$ cat src/rtl/uart_rx_pkg.sv
package uart_rx_pkg;

  typedef enum logic [2:0] {
    ST_IDLE,
    ST_START,
    ST_DATA,
    ST_PAR,
    ST_STOP,
    ST_BRK
  } rx_state_t;

  typedef enum logic [1:0] {
    PK_ODD   = 2'b00,
    PK_EVEN  = 2'b01,
    PK_MARK  = 2'b10,
    PK_SPACE = 2'b11
  } par_kind_t;

endpackage

$ cat src/rtl/uart_rx_sync.sv
module uart_rx_sync #(
  parameter int STAGES = 2
) (
  input  logic clk,
  input  logic rst,
  input  logic din,
  output logic dout
);
  logic [STAGES-1:0] pipe_q;

  always_ff @(posedge clk) begin
    if (rst) pipe_q <= '1;
    else     pipe_q <= {pipe_q[STAGES-2:0], din};
  end

  assign dout = pipe_q[STAGES-1];
endmodule

$ cat src/rtl/uart_rx_parity.sv
module uart_rx_parity #(
  parameter int DW = 8
) (
  input  logic [DW-1:0] data,
  input  logic [1:0]    kind,
  output logic          exp_bit
);
  import uart_rx_pkg::*;

  always_comb begin
    unique case (par_kind_t'(kind))
      PK_ODD:   exp_bit = ~(^data);
      PK_EVEN:  exp_bit = ^data;
      PK_MARK:  exp_bit = 1'b1;
      default:  exp_bit = 1'b0;
    endcase
  end
endmodule

$ cat src/rtl/uart_rx_frame.sv
module uart_rx_frame #(
  parameter int OVS     = 16,
  parameter int DW      = 8,
  parameter int MIN_LEN = 5
) (
  input  logic          clk,
  input  logic          rst,
  input  logic          tick,
  input  logic          line,
  input  logic [1:0]    cfg_len,
  input  logic          cfg_par_en,
  input  logic [1:0]    cfg_par_sel,
  input  logic          cfg_nine,
  output logic          out_valid,
  output logic [DW-1:0] out_data,
  output logic          out_perr,
  output logic          out_ferr,
  output logic          out_brk
);
  import uart_rx_pkg::*;

  localparam int CW   = $clog2(OVS);
  localparam int HALF = OVS / 2;
  localparam int IW   = $clog2(DW + 2);

  rx_state_t     state_q;
  logic [CW-1:0] cnt_q;
  logic [IW-1:0] idx_q;
  logic [DW:0]   shreg_q;
  logic          zero_q;
  logic          prev_q;
  logic          perr_q;
  logic          exp_par;
  logic [IW-1:0] nbits;
  logic          at_mid;
  logic          use_par;

  assign nbits   = cfg_nine ? IW'(DW + 1) : IW'(MIN_LEN) + IW'(cfg_len);
  assign at_mid  = (cnt_q == CW'(OVS - 1));
  assign use_par = cfg_par_en && !cfg_nine;

  uart_rx_parity #(.DW(DW)) u_par (
    .data    (shreg_q[DW-1:0]),
    .kind    (cfg_par_sel),
    .exp_bit (exp_par)
  );

  always_ff @(posedge clk) begin
    if (rst) begin
      state_q   <= ST_IDLE;
      cnt_q     <= '0;
      idx_q     <= '0;
      shreg_q   <= '0;
      zero_q    <= 1'b0;
      prev_q    <= 1'b1;
      perr_q    <= 1'b0;
      out_valid <= 1'b0;
      out_data  <= '0;
      out_perr  <= 1'b0;
      out_ferr  <= 1'b0;
      out_brk   <= 1'b0;
    end else begin
      out_valid <= 1'b0;
      if (tick) begin
        prev_q <= line;
        unique case (state_q)
          ST_IDLE: begin
            if (prev_q && !line) begin
              state_q <= ST_START;
              cnt_q   <= '0;
            end
          end
          ST_START: begin
            if (cnt_q == CW'(HALF - 1)) begin
              cnt_q <= '0;
              if (!line) begin
                state_q <= ST_DATA;
                idx_q   <= '0;
                shreg_q <= '0;
                zero_q  <= 1'b1;
                perr_q  <= 1'b0;
              end else begin
                state_q <= ST_IDLE;
              end
            end else begin
              cnt_q <= cnt_q + 1'b1;
            end
          end
          ST_DATA: begin
            if (at_mid) begin
              cnt_q          <= '0;
              shreg_q[idx_q] <= line;
              zero_q         <= zero_q & ~line;
              if (idx_q == nbits - 1'b1) state_q <= use_par ? ST_PAR : ST_STOP;
              else                       idx_q   <= idx_q + 1'b1;
            end else begin
              cnt_q <= cnt_q + 1'b1;
            end
          end
          ST_PAR: begin
            if (at_mid) begin
              cnt_q   <= '0;
              perr_q  <= (line != exp_par);
              zero_q  <= zero_q & ~line;
              state_q <= ST_STOP;
            end else begin
              cnt_q <= cnt_q + 1'b1;
            end
          end
          ST_STOP: begin
            if (at_mid) begin
              cnt_q     <= '0;
              out_valid <= 1'b1;
              if (!line && zero_q) begin
                out_data <= '0;
                out_perr <= 1'b0;
                out_ferr <= 1'b0;
                out_brk  <= 1'b1;
                state_q  <= ST_BRK;
              end else begin
                out_data <= shreg_q[DW-1:0];
                out_perr <= cfg_nine ? shreg_q[DW] : perr_q;
                out_ferr <= !line;
                out_brk  <= 1'b0;
                if (line) begin
                  state_q <= ST_IDLE;
                end else begin
                  state_q <= ST_DATA;
                  idx_q   <= '0;
                  shreg_q <= '0;
                  zero_q  <= 1'b1;
                  perr_q  <= 1'b0;
                end
              end
            end else begin
              cnt_q <= cnt_q + 1'b1;
            end
          end
          default: begin
            if (line) state_q <= ST_IDLE;
          end
        endcase
      end
    end
  end

  // a character strobe never lasts two cycles
  assert_valid_pulse_R2: assert property (@(posedge clk) disable iff (rst)
    out_valid |=> !out_valid);

  // a break character carries zero data and no other flag
  assert_break_zero_R7: assert property (@(posedge clk) disable iff (rst)
    (out_valid && out_brk) |-> (out_data == '0 && !out_ferr && !out_perr));

  // nothing is emitted while waiting for the line after a break
  assert_break_silent_R8: assert property (@(posedge clk) disable iff (rst)
    (state_q == ST_BRK) |=> !out_valid);

  // a high mid-start sample abandons the character
  assert_false_start_R1: assert property (@(posedge clk) disable iff (rst)
    (state_q == ST_START && tick && cnt_q == CW'(HALF - 1) && line)
      |=> (state_q == ST_IDLE && !out_valid));

endmodule

$ cat src/rtl/uart_rx_err.sv
module uart_rx_err #(
  parameter int OVS         = 16,
  parameter int DW          = 8,
  parameter int MIN_LEN     = 5,
  parameter int SYNC_STAGES = 2
) (
  input  logic          clk,
  input  logic          rst,
  input  logic          tick16,
  input  logic          rxd,
  input  logic [1:0]    cfg_len,
  input  logic          cfg_par_en,
  input  logic [1:0]    cfg_par_sel,
  input  logic          cfg_nine,
  output logic          out_valid,
  output logic [DW-1:0] out_data,
  output logic          out_perr,
  output logic          out_ferr,
  output logic          out_brk
);
  logic line_s;

  uart_rx_sync #(.STAGES(SYNC_STAGES)) u_sync (
    .clk  (clk),
    .rst  (rst),
    .din  (rxd),
    .dout (line_s)
  );

  uart_rx_frame #(.OVS(OVS), .DW(DW), .MIN_LEN(MIN_LEN)) u_frame (
    .clk         (clk),
    .rst         (rst),
    .tick        (tick16),
    .line        (line_s),
    .cfg_len     (cfg_len),
    .cfg_par_en  (cfg_par_en),
    .cfg_par_sel (cfg_par_sel),
    .cfg_nine    (cfg_nine),
    .out_valid   (out_valid),
    .out_data    (out_data),
    .out_perr    (out_perr),
    .out_ferr    (out_ferr),
    .out_brk     (out_brk)
  );
endmodule

$ cat config.mk
export PLATFORM = sky130hd
export DESIGN_NAME = uart_rx_err
export DESIGN_NICKNAME = d
export VERILOG_FILES = /design/src/rtl/uart_rx_pkg.sv /design/src/rtl/uart_rx_sync.sv /design/src/rtl/uart_rx_parity.sv /design/src/rtl/uart_rx_frame.sv /design/src/rtl/uart_rx_err.sv
export SDC_FILE = /design/constraint.sdc
export NUM_CORES = 1
export LEC_CHECK = 0
export ABC_AREA = 1
export BUFFER_PORTS_ARGS = -buffer_cell sky130_fd_sc_hd__buf_4
export CORE_MARGIN = 2
export CORE_UTILIZATION = 42
export CTS_CLUSTER_SIZE = 28
export DETAILED_ROUTE_END_ITERATION = 6
export PLACE_DENSITY_LB_ADDON = 0.08
export SETUP_SLACK_MARGIN = 0.3
export SLEW_MARGIN = 20
export SYNTH_ARGS = -nofsm -noshare
export SYNTH_HDL_FRONTEND = slang
export SYNTH_SLANG_ARGS = --single-unit
export TNS_END_PERCENT = 20
$ cat constraint.sdc
create_clock -name clk -period 4.8 [get_ports clk]
set_clock_uncertainty 0.15 [all_clocks]
set_input_delay 0.72 -clock clk [delete_from_list [all_inputs] [get_ports clk]]
set_output_delay 0.72 -clock clk [all_outputs]
set_load 0.005 [all_outputs]
==> reports/qor.csv <==
stage,metric,value,unit
status,status,completed,
logic_synthesis,Yosys cell types,33,
grt,vias in the first global route,1815,
route,Vias,2034,
logic_synthesis,Seq cells post-synth,37,
pwr,maximum vdd drop,0.000151,V
timing,Setup-failing EPs final,0,
cts,Worst-Skew Late Latency,0.29,ns
grt,met1 Usage GRT,23.9,%
worst_setup_path,crit-path max cell delay,0.36,ns
logic_synthesis,Synth top area share,35.1,%
final_layout,Final Net Count,366,
grt,global-route wire length before repair,8010,um
route,Vias/cell,4.85,
worst_setup_path,worst reg2reg path endpoint,u_frame.out_data[0],
route,post-route DRC violation count,0,
logic_synthesis,complex-gate fraction of the synthesized area,16.5,%
min_path,WHS Path Cells,1,
pwr,pwr/cell area,314,mW/mm^2
logic_synthesis,Synth Area in XOR/XNOR,1.66,%
die,row cnt,25,
logic_synthesis,post-synthesis simple-gate area fraction,34.3,%
timing,min Tclk post-route,2.20,ns
die,I/O pins,22,
cts,clock sink count,37,
cts,deepest level of the CTS H-tree,2,
logic_synthesis,ys async rst share,0,%
logic_synthesis,Post-Syn Area,0.00211,mm^2
cts,post-CTS sizing,0,
timing,RSZ-0062 raised after global routing,no,
cts,CTS max path bufs,2,
place,Placed Instance Area,0.00233,mm^2
min_path,HP Class,reg -> reg,
run,max_cap viols,0,
worst_setup_path,worst r2r src,u_frame.cnt_q[0],
pwr,clock share of power,36.0,%
logic_synthesis,synthesized netlist cell count,329,
logic_synthesis,mux cell area share after synthesis,0,%
cts,Post-CTS Repair Setup Buffers,0,
final_layout,ant diodes,0,
pwr,share of power burned in registers,43.6,%
grt,grt met3 use,4.02,%
cts,Worst-path clk slew,0.08,ns
die,die width,74.9,um
worst_setup_path,CP Launch Type,flop,
logic_synthesis,most frequent cell after synthesis,nand2_1,
logic_synthesis,dominant cell type by area after synthesis,dfxtp_1,
logic_synthesis,"top cells by count, synth","nand2_1, dfxtp_1, inv_1",
grt,antenna violations before repair,0,
timing,Final Cycle Share,45.8,%
timing,Max Clk Rate,455,MHz
timing,Final TNS setup,0,ns
worst_setup_path,worst reg2reg path depth,9,
route,Routed WL,4780,um
timing,Worst Tran Pin Value,0.467,ns
worst_setup_path,CP arrival,2.28,ns
logic_synthesis,Syn Area/Cell,6.42,um^2
worst_setup_path,CP max FO,11,
grt,largest net degree at the start of global routing,31,
die,starting density of the core,44.1,%
grt,met2 GRT Util,31.1,%
pwr,Static Leak,1.01,nW
logic_synthesis,post-synthesis adder-cell area fraction,2.96,%
grt,Total GRT Usage,18.6,%
logic_synthesis,synth top area cells,"dfxtp_1, nand2_1, a21oi_1",
worst_setup_path,Worst path slowest cell,dfxtp_1,
grt,most crowded layer after global routing,met2,
place,Final GP Congestion,0.854,
place,PortBufs,21,
logic_synthesis,largest family of logic cells by synthesized area,simple AND/OR/NAND/NOR gates,
worst_setup_path,CP Class,reg -> reg,
route,initial drt markers,108,
cts,CTS tree,done,
pwr,Int Pwr,525,uW
logic_synthesis,number of synthesized flops with an enable pin,0,
logic_synthesis,Ys Warns,0,
final_layout,fin util,51.0,%
pwr,Net Sw Frac,31.4,%
timing,count of final hold-check violations,0,
timing,Slew Limit Fails,0,
worst_setup_path,critical-path cell list,ha_1 -> nand2_1 -> nor2_2 -> inv_2 -> nor3_2 -> inv_1 -> nor2_2 -> nand2_1 -> a21oi_1,
route,first-pass detailed-route iteration total,4,
logic_synthesis,"Seq/Total Area, Yosys",35.1,%
min_path,Hold Path Origin,u_sync.pipe_q[0],
die,Core Area,0.00479,mm^2
worst_setup_path,Worst Path Required,4.88,ns
final_layout,layout cell share with drive strength beyond 1,15.3,%
cts,root buf cell,clkbuf_8,
die,Die H,74.9,um
pwr,Net Switching,240,uW
final_layout,Final Cell Area,0.00244,mm^2
worst_setup_path,Worst setup EP type,flop,
cts,total CTS buffers,5,
route,DRT antenna net count,0,
place,HPWL after DPL,3570,um
logic_synthesis,dominant synthesized flop cell,dfxtp_1,
worst_setup_path,R2R Setup Slk,2.60,ns
logic_synthesis,syn nets,344,
pwr,combinational fraction of design power,20.4,%
die,area of the die,0.00561,mm^2
grt,global route total overflow,0,
min_path,Worst Hold End,u_sync.pipe_q[1],
cts,hold buffer count at cts,0,
timing,slew margin rel.,68.7,%
route,routed len/inst,11.4,um
final_layout,Area Overhead vs Synth,15.6,%
[through the flow]
stage	hold WS (ns)	worst slack (ns)	cells	power, mW
after global placement	0.244	2.54	411	0.496
after detailed placement	0.265	2.53	411	0.496
after floorplan	0.239	2.99	329	0.461
after global routing	0.283	2.33	419	0.811
final	0.284	2.60	419	0.766
after CTS	0.287	2.56	419	0.777
[sequential cells by signal, summed over array words and instances (netlist names)]
| name | cells |
|---|---|
| u_frame.shreg_q | 9 |
| u_frame.out_data | 8 |
| u_frame.cnt_q | 4 |
| u_frame.idx_q | 4 |
| u_frame.state_q | 3 |
| u_sync.pipe_q | 2 |
| u_frame.out_brk | 1 |
| u_frame.out_ferr | 1 |
| u_frame.out_perr | 1 |
| u_frame.out_valid | 1 |
| u_frame.perr_q | 1 |
| u_frame.prev_q | 1 |
| u_frame.zero_q | 1 |
[worst max path at each step]
stage                           from                   to
CTS                 u_frame.cnt_q[0]  u_frame.out_data[0]
global route        u_frame.cnt_q[1]  u_frame.out_data[2]
global placement              tick16  u_frame.out_data[4]
floorplan                 cfg_len[1]     u_frame.idx_q[1]
finish              u_frame.cnt_q[0]  u_frame.out_data[0]
detailed placement            tick16  u_frame.out_data[0]
[final cells by class]
class,count,area [um^2]
Inverter,46,174
Clock inverter,3,46.3
Fill cell,491,2340
Timing Repair Buffer,21,158
Sequential cell,37,741
Tap cell,67,83.8
Clock buffer,5,68.8
Multi-Input combinational cell,240,1170
[placed cells by master (no fill, tap or decap), drive strengths merged, types with 2 or more instances in the layout]
master  count
a211oi      4
a21oi      32
a31oi       2
buf        21
clkbuf      5
clkinv      2
dfxtp      37
ha          5
inv        45
nand2     103
nand3       9
nand4       4
nor2       39
nor3        5
nor4        2
o21ai      23
or2         3
xnor2       2
xor2        2
[routing by layer]
metal | share of wire [%] | vias to the layer above | wire length [um]
met4 | 0.84 | 0 | 40
met1 | 48 | 899 | 2320
li1 | - | 1095 | -
met3 | 3.7 | 2 | 177
met2 | 47 | 38 | 2240
met5 | 0 | - | 0
[power by group through the flow]
| stage | Sequential (mW) | Combinational (mW) | Clock [mW] |
|---|---|---|---|
| 2_1_floorplan | 0.336 | 0.125 | 0 |
| 3_3_place_gp | 0.340 | 0.156 | 0 |
| 3_5_place_dp | 0.340 | 0.156 | 0 |
| 4_1_cts | 0.333 | 0.156 | 0.288 |
| 5_1_grt | 0.335 | 0.180 | 0.295 |
| 6_report | 0.334 | 0.156 | 0.276 |
[kinds of logic after synthesis]
logic type / after synthesis
AO/OA/AOI/OAI: 65
flip-flops: 37
buffers and inverters: 52
XOR/XNOR: 4
AND/OR/NAND/NOR: 166
adder cells (fa/ha/maj): 5
[worst max-delay path, delay by kind of cell (launching register included)]
| kind | cells | cell delay [ns] |
|---|---|---|
| compound gates | 1 | 0.12 |
| fa+ha+maj | 1 | 0.18 |
| buf+inv | 2 | 0.34 |
| flops | 1 | 0.36 |
| simple gates | 5 | 0.99 |
Power figures use the tool's default switching activity.
